===== config.mk =====
export PLATFORM = sky130hd
export DESIGN_NAME = irq_ctx_pusher
export DESIGN_NICKNAME = d
export VERILOG_FILES = /design/src/rtl/ctx_push_pkg.sv /design/src/rtl/ctx_sp_select.sv /design/src/rtl/ctx_frame_gen.sv /design/src/rtl/ctx_push_seq.sv /design/src/rtl/irq_ctx_pusher.sv
export SDC_FILE = /design/constraint.sdc
export NUM_CORES = 1
export LEC_CHECK = 0
export BUFFER_PORTS_ARGS = -buffer_cell sky130_fd_sc_hd__clkbuf_2
export CELL_PAD_IN_SITES_DETAIL_PLACEMENT = 1
export CELL_PAD_IN_SITES_GLOBAL_PLACEMENT = 1
export CORE_MARGIN = 5
export CORE_UTILIZATION = 35
export DETAILED_ROUTE_END_ITERATION = 8
export MAX_ROUTING_LAYER = met4
export PLACE_DENSITY = 0.82
export SYNTH_ARGS = -nofsm -noshare
export SYNTH_HDL_FRONTEND = slang
export SYNTH_SLANG_ARGS = --single-unit

===== constraint.sdc =====
create_clock -name clk_i -period 2.8 [get_ports clk_i]
set_input_delay 0.14 -clock clk_i [delete_from_list [all_inputs] [get_ports clk_i]]
set_output_delay 0.14 -clock clk_i [all_outputs]
set_load 0.02 [all_outputs]

===== src/rtl/ctx_push_pkg.sv =====
package ctx_push_pkg;
  localparam int unsigned BYTE_W      = 8;
  localparam int unsigned LANES       = 2;
  localparam int unsigned FRAME_BYTES = 4;
  localparam int unsigned WORD_BEATS  = FRAME_BYTES / LANES;
  localparam int unsigned BYTE_BEATS  = FRAME_BYTES;
  localparam int unsigned STEP_W      = $clog2(BYTE_BEATS);
  localparam int unsigned USR_VEC_LO  = 32;
  localparam int unsigned USR_VEC_HI  = 63;

  typedef enum logic [1:0] {
    ST_IDLE  = 2'd0,
    ST_WRITE = 2'd1,
    ST_DONE  = 2'd2
  } push_state_e;

  typedef enum logic {
    SEL_ISP = 1'b0,
    SEL_USP = 1'b1
  } sp_sel_e;
endpackage


===== src/rtl/ctx_sp_select.sv =====
module ctx_sp_select
  import ctx_push_pkg::*;
#(
  parameter int unsigned SP_W  = 16,
  parameter int unsigned VEC_W = 6
) (
  input  logic             sw_int_i,
  input  logic [VEC_W-1:0] vec_num_i,
  input  logic             u_flag_i,
  input  logic [SP_W-1:0]  isp_i,
  input  logic [SP_W-1:0]  usp_i,
  output sp_sel_e          sel_o,
  output logic [SP_W-1:0]  sp_o
);
  logic [31:0] vec_ext;
  logic        in_usr_range;

  assign vec_ext      = 32'(vec_num_i);
  assign in_usr_range = (vec_ext >= USR_VEC_LO) && (vec_ext <= USR_VEC_HI);

  always_comb begin
    if (sw_int_i && in_usr_range && u_flag_i) begin
      sel_o = SEL_USP;
      sp_o  = usp_i;
    end else begin
      sel_o = SEL_ISP;
      sp_o  = isp_i;
    end
  end
endmodule


===== src/rtl/ctx_frame_gen.sv =====
module ctx_frame_gen
  import ctx_push_pkg::*;
#(
  parameter int unsigned SP_W  = 16,
  parameter int unsigned PC_W  = 20,
  parameter int unsigned FLG_W = 16
) (
  input  logic [SP_W-1:0]        sp_i,
  input  logic [PC_W-1:0]        pc_i,
  input  logic [FLG_W-1:0]       flg_i,
  input  logic                   odd_i,
  input  logic [STEP_W-1:0]      step_i,
  output logic [SP_W-1:0]        addr_o,
  output logic [LANES*BYTE_W-1:0] wdata_o,
  output logic [LANES-1:0]       be_o
);
  localparam int unsigned PC_HI_W  = PC_W - 2 * BYTE_W;
  localparam int unsigned FLG_HI_W = BYTE_W - PC_HI_W;

  logic [BYTE_W-1:0] fb [FRAME_BYTES];
  logic [STEP_W-1:0] idx;
  logic [BYTE_W-1:0] one_byte;

  // frame byte k lives at SP - FRAME_BYTES + k
  assign fb[0] = pc_i[BYTE_W-1:0];
  assign fb[1] = pc_i[2*BYTE_W-1:BYTE_W];
  assign fb[2] = flg_i[BYTE_W-1:0];
  assign fb[3] = {flg_i[FLG_W-1 -: FLG_HI_W], pc_i[PC_W-1 -: PC_HI_W]};

  always_comb begin
    if (odd_i) begin
      idx = STEP_W'(FRAME_BYTES - 1) - step_i;
    end else begin
      // word beats: step 0 -> upper word, step 1 -> lower word
      idx = {~step_i[0], 1'b0};
    end
    addr_o   = sp_i - SP_W'(FRAME_BYTES) + SP_W'(idx);
    one_byte = fb[idx];
  end

  for (genvar l = 0; l < LANES; l++) begin : g_lane
    always_comb begin
      if (odd_i) begin
        be_o[l]                       = (addr_o[0] == 1'(l));
        wdata_o[l*BYTE_W +: BYTE_W]   = (addr_o[0] == 1'(l)) ? one_byte : '0;
      end else begin
        be_o[l]                       = 1'b1;
        wdata_o[l*BYTE_W +: BYTE_W]   = fb[idx | STEP_W'(l)];
      end
    end
  end
endmodule


===== src/rtl/ctx_push_seq.sv =====
module ctx_push_seq
  import ctx_push_pkg::*;
(
  input  logic              clk_i,
  input  logic              rst_ni,
  input  logic              start_i,
  input  logic              odd_i,
  input  logic              ack_i,
  output logic [STEP_W-1:0] step_o,
  output logic              load_o,
  output logic              req_o,
  output logic              done_o,
  output logic              busy_o
);
  push_state_e       state_q, state_d;
  logic [STEP_W-1:0] step_q, step_d;
  logic              last_beat;

  assign last_beat = odd_i ? (step_q == STEP_W'(BYTE_BEATS - 1))
                           : (step_q == STEP_W'(WORD_BEATS - 1));

  always_comb begin
    state_d = state_q;
    step_d  = step_q;
    unique case (state_q)
      ST_IDLE: if (start_i) begin
        state_d = ST_WRITE;
        step_d  = '0;
      end
      ST_WRITE: if (ack_i) begin
        if (last_beat) state_d = ST_DONE;
        else           step_d  = step_q + STEP_W'(1);
      end
      ST_DONE: state_d = ST_IDLE;
      default: state_d = ST_IDLE;
    endcase
  end

  always_ff @(posedge clk_i or negedge rst_ni) begin
    if (!rst_ni) begin
      state_q <= ST_IDLE;
      step_q  <= '0;
    end else begin
      state_q <= state_d;
      step_q  <= step_d;
    end
  end

  assign step_o = step_q;
  assign load_o = (state_q == ST_IDLE) && start_i;
  assign req_o  = (state_q == ST_WRITE);
  assign done_o = (state_q == ST_DONE);
  assign busy_o = (state_q != ST_IDLE);
endmodule


===== src/rtl/irq_ctx_pusher.sv =====
module irq_ctx_pusher
  import ctx_push_pkg::*;
#(
  parameter int unsigned SP_W  = 16,
  parameter int unsigned PC_W  = 20,
  parameter int unsigned FLG_W = 16,
  parameter int unsigned VEC_W = 6
) (
  input  logic                    clk_i,
  input  logic                    rst_ni,
  input  logic                    start_i,
  input  logic                    sw_int_i,
  input  logic [VEC_W-1:0]        vec_num_i,
  input  logic                    u_flag_i,
  input  logic [PC_W-1:0]         pc_i,
  input  logic [FLG_W-1:0]        flg_i,
  input  logic [SP_W-1:0]         isp_i,
  input  logic [SP_W-1:0]         usp_i,
  output logic                    mem_req_o,
  output logic [SP_W-1:0]         mem_addr_o,
  output logic [LANES*BYTE_W-1:0] mem_wdata_o,
  output logic [LANES-1:0]        mem_be_o,
  input  logic                    mem_ack_i,
  output logic [SP_W-1:0]         sp_new_o,
  output logic                    isp_wr_o,
  output logic                    usp_wr_o,
  output logic                    done_o,
  output logic                    busy_o
);
  sp_sel_e           sel_w, cap_sel_q;
  logic [SP_W-1:0]   sp_w, cap_sp_q;
  logic [PC_W-1:0]   cap_pc_q;
  logic [FLG_W-1:0]  cap_flg_q;
  logic              cap_odd_q;
  logic              load_w;
  logic [STEP_W-1:0] step_w;

  ctx_sp_select #(.SP_W(SP_W), .VEC_W(VEC_W)) u_sel (
    .sw_int_i (sw_int_i),
    .vec_num_i(vec_num_i),
    .u_flag_i (u_flag_i),
    .isp_i    (isp_i),
    .usp_i    (usp_i),
    .sel_o    (sel_w),
    .sp_o     (sp_w)
  );

  always_ff @(posedge clk_i or negedge rst_ni) begin
    if (!rst_ni) begin
      cap_sel_q <= SEL_ISP;
      cap_sp_q  <= '0;
      cap_pc_q  <= '0;
      cap_flg_q <= '0;
      cap_odd_q <= 1'b0;
    end else if (load_w) begin
      cap_sel_q <= sel_w;
      cap_sp_q  <= sp_w;
      cap_pc_q  <= pc_i;
      cap_flg_q <= flg_i;
      cap_odd_q <= sp_w[0];
    end
  end

  ctx_push_seq u_seq (
    .clk_i  (clk_i),
    .rst_ni (rst_ni),
    .start_i(start_i),
    .odd_i  (cap_odd_q),
    .ack_i  (mem_ack_i),
    .step_o (step_w),
    .load_o (load_w),
    .req_o  (mem_req_o),
    .done_o (done_o),
    .busy_o (busy_o)
  );

  ctx_frame_gen #(.SP_W(SP_W), .PC_W(PC_W), .FLG_W(FLG_W)) u_frame (
    .sp_i   (cap_sp_q),
    .pc_i   (cap_pc_q),
    .flg_i  (cap_flg_q),
    .odd_i  (cap_odd_q),
    .step_i (step_w),
    .addr_o (mem_addr_o),
    .wdata_o(mem_wdata_o),
    .be_o   (mem_be_o)
  );

  assign sp_new_o = cap_sp_q - SP_W'(FRAME_BYTES);
  assign isp_wr_o = done_o && (cap_sel_q == SEL_ISP);
  assign usp_wr_o = done_o && (cap_sel_q == SEL_USP);
endmodule


==> results.sh <==
export IMPL_status="finished clean"
export IMPL_p_clk_share_pct=7.9
export IMPL_async_flop_share_pct=100.0
export IMPL_clock_latency_ns=0.30
export IMPL_wl_mm=9.626
export IMPL_gp_congestion=0.8428
export IMPL_worst_pin_slew_ns=0.7575
export IMPL_die_area_sq_mm=0.01155
export IMPL_antenna_left=0
export IMPL_die_x_um=107.5
export IMPL_wl_per_cell_um=16.48
export IMPL_drc=0
export IMPL_hold_violations=0
export IMPL_antennaDiodeCount=0
export IMPL_n_fill_cell=1096
export IMPL_clkTransAtPathRegs_ns=0.09
export IMPL_setup_viol=0
export IMPL_reg2reg_depth=6
export IMPL_avgSynthCellArea_sq_um=9.924
export IMPL_layout_drive_gt1_share_pct=43.30
export IMPL_synth_edff_count=0
export IMPL_endpoint_kind="output pin"
export IMPL_antenna_found_initial=0
export IMPL_synth_seq_area_share_pct=39.89
export IMPL_maxSlewViolCount=0
export IMPL_worstPathMaxFanout=5
export IMPL_htreeDepth=2
export IMPL_cts_sinks=53
export IMPL_startpoint_type="flop"
export IMPL_p_sw_share_pct=50.44
export IMPL_internal_power_mw=2.674
export IMPL_yosysMostFrequentCell="dfrtp_1"
export IMPL_dpl_hpwl_mm=7.704
export IMPL_critPathRequiredTime_ns=2.66
export IMPL_yosys_most_used_dff="dfrtp_1"
export IMPL_pre_cts_ws_ns=0.2041
export IMPL_power_frac_comb_pct=63.7
export IMPL_fin_crit_sh_pct=94.32
export IMPL_io_buffers=125
export IMPL_ys_types=49
export IMPL_p_leak_nw=2.067
export IMPL_grt_use_total_pct=16.92
export IMPL_final_area_sq_mm=0.004220
export IMPL_yosysTopAreaCell="dfrtp_1"
export IMPL_drt_iter0_drc=87
export IMPL_grt_pass1_wl_mm=15.35
export IMPL_cts_buffers=5
export IMPL_syn2layout_area_growth_pct=26.95
export IMPL_die_h_um=107.5
export IMPL_drt_vias_per_instance=4.967
export IMPL_synth_area_top_cells="dfrtp_1 (40%), mux2_2 (12%), mux2i_1 (11%)"
export IMPL_synth_common_cells="dfrtp_1 (53), nor2_1 (36), mux2i_1 (35)"
export IMPL_grt_max_degree=34
export IMPL_min_path_cells=2
export IMPL_arrival_ns=2.50
export IMPL_overflow=0
export IMPL_multiInputGateArea_sq_mm=0.001882
export IMPL_p_per_area_mw_per_mm2=1279
export IMPL_synth_top_area_share_pct=39.89
export IMPL_synth_area_sq_mm=0.003324
export IMPL_clockRootBuffer="clkbuf_8"
export IMPL_place_area_sq_mm=0.004069
export IMPL_ir_drop_uv=690.4
export IMPL_synth_seq_cells=53
export IMPL_slew_headroom_pct=49.50
export IMPL_syn_nets=421
export IMPL_regArea_sq_mm=0.001328
export IMPL_synth_warning_count=0
export IMPL_vias=2901
export IMPL_cts_buffer_depth=2
export IMPL_syn_inst=335
export IMPL_core_sq_mm=0.009240
export IMPL_setup_ws_ns=0.1591
export IMPL_start_util_pct=35.98
export IMPL_fin_crit_ns=2.641
export IMPL_switchingPower_mw=2.722
export IMPL_fin_skew_ns=0.004157
export IMPL_rows=35
export IMPL_cap_violations=0
export IMPL_cts_tree="yes"
export IMPL_fin_nets=540
export IMPL_pwr_share_seq_pct=28.5
export IMPL_drtPass1Iterations=2
export IMPL_fmax_mhz=378.7
export IMPL_criticalPathCategory="flop to output pin"
export IMPL_io_pins=135
export IMPL_hp_class="input pin to flop"
export IMPL_grt_pass1_vias=3160
## flip-flops by register name (all words and copies together), names as in the netlist
signal / count
cap_flg_q: 12
cap_pc_q: 20
cap_sel_q: 1
cap_sp_q: 16
u_seq.state_q: 2
u_seq.step_o: 2
## cell usage in the layout, fill, tap and decap left out, types with 8 or more instances in the layout
| cell | instances |
|---|---|
| nand2_1 | 23 |
| xnor2_1 | 17 |
| o22ai_1 | 8 |
| dfrtp_1 | 52 |
| nor2_1 | 35 |
| a21oi_1 | 18 |
| mux2_2 | 34 |
| o21ai_0 | 10 |
| inv_1 | 10 |
| mux2i_1 | 35 |
| clkbuf_2 | 125 |
| buf_4 | 10 |
## critical path: stages, from the launching register on
cell and delay [ns]:
dfrtp_1 0.46, nor2b_2 0.20, a21oi_2 0.06, ha_1 0.28, a21oi_1 0.09, or3_4 0.39
nor3_4 0.23, buf_4 0.15, xor2_1 0.14, clkbuf_2 0.19
## final cells by class
| type | instances | share of cell area, % |
|---|---|---|
| clock buffer | 5 | 1.631 |
| clock inverter | 3 | 0.4151 |
| inverter | 11 | 0.9784 |
| multi-input combinational | 246 | 44.59 |
| sequential | 53 | 31.46 |
| tap | 129 | 3.824 |
| timing repair buffer | 137 | 17.11 |
## path summary, 6_finish.rpt
| kind | slack (ns) | start | to |
|---|---|---|---|
| setup / recovery | 0.16 | cap_sp_q[0] | mem_addr_o[9] |
| hold / removal | 0.05 | mem_ack_i | u_seq.state_q[0] |
| setup reg to reg | 0.70 | u_seq.step_o[1] | u_seq.step_o[0] |
| hold reg to reg | 0.51 | cap_pc_q[18] | cap_pc_q[18] |
| max in group asynchronous | 1.56 | rst_ni | cap_flg_q[0] |
| min in group asynchronous | 0.42 | rst_ni | cap_pc_q[19] |
## through the flow
stage / instances / utilization (%) / hold slack (ns) / power, mW / setup TNS, ns
floorplan: 335 / - / -0.1556 / 3.867 / 0
global placement: 574 / 44.04 / 0.2355 / 4.777 / 0
detailed placement: 574 / 44.04 / 0.2479 / 4.957 / 0
CTS: 583 / 45.10 / 0.04439 / 5.400 / 0
global route: 584 / 45.67 / 0.04167 / 5.825 / -0.005591
finish: 584 / 45.67 / 0.04994 / 5.396 / 0
## kinds of logic after synthesis
family | synth area share (%)
simple gates | 13.77
flops | 39.89
xor+xnor | 6.323
buf+inv | 5.005
fa+ha+maj | 2.484
compound gates | 10.46
mux | 22.06
## power groups by stage
stage / Sequential [mW] / Clock, mW / Combinational, mW
final: 1.54 / 0.424 / 3.44
after global routing: 1.60 / 0.474 / 3.75
after CTS: 1.52 / 0.447 / 3.43
after detailed placement: 1.54 / 0 / 3.42
after global placement: 1.50 / 0 / 3.28
after floorplan: 1.37 / 0 / 2.50
## what timing repair did
action	CTS	global route
endpoints found under the hold margin	29	0
hold buffers	1	0
cloned	0	0
setup buffers	0	1
gates resized for setup	1	10
pin swaps	0	1
setup endpoints to repair	3	6
## layer usage
| metal | GRT usage, % | part of all wire (%) | vias up |
|---|---|---|---|
| li1 | - | - | 1395 |
| met1 | 19.60 | 40 | 1390 |
| met2 | 29.04 | 51 | 97 |
| met3 | 4.319 | 6.7 | 19 |
| met4 | 4.959 | 2.1 | 0 |
| met5 | - | 0 | - |
No activity file was read; power rests on OpenSTA's default activity.
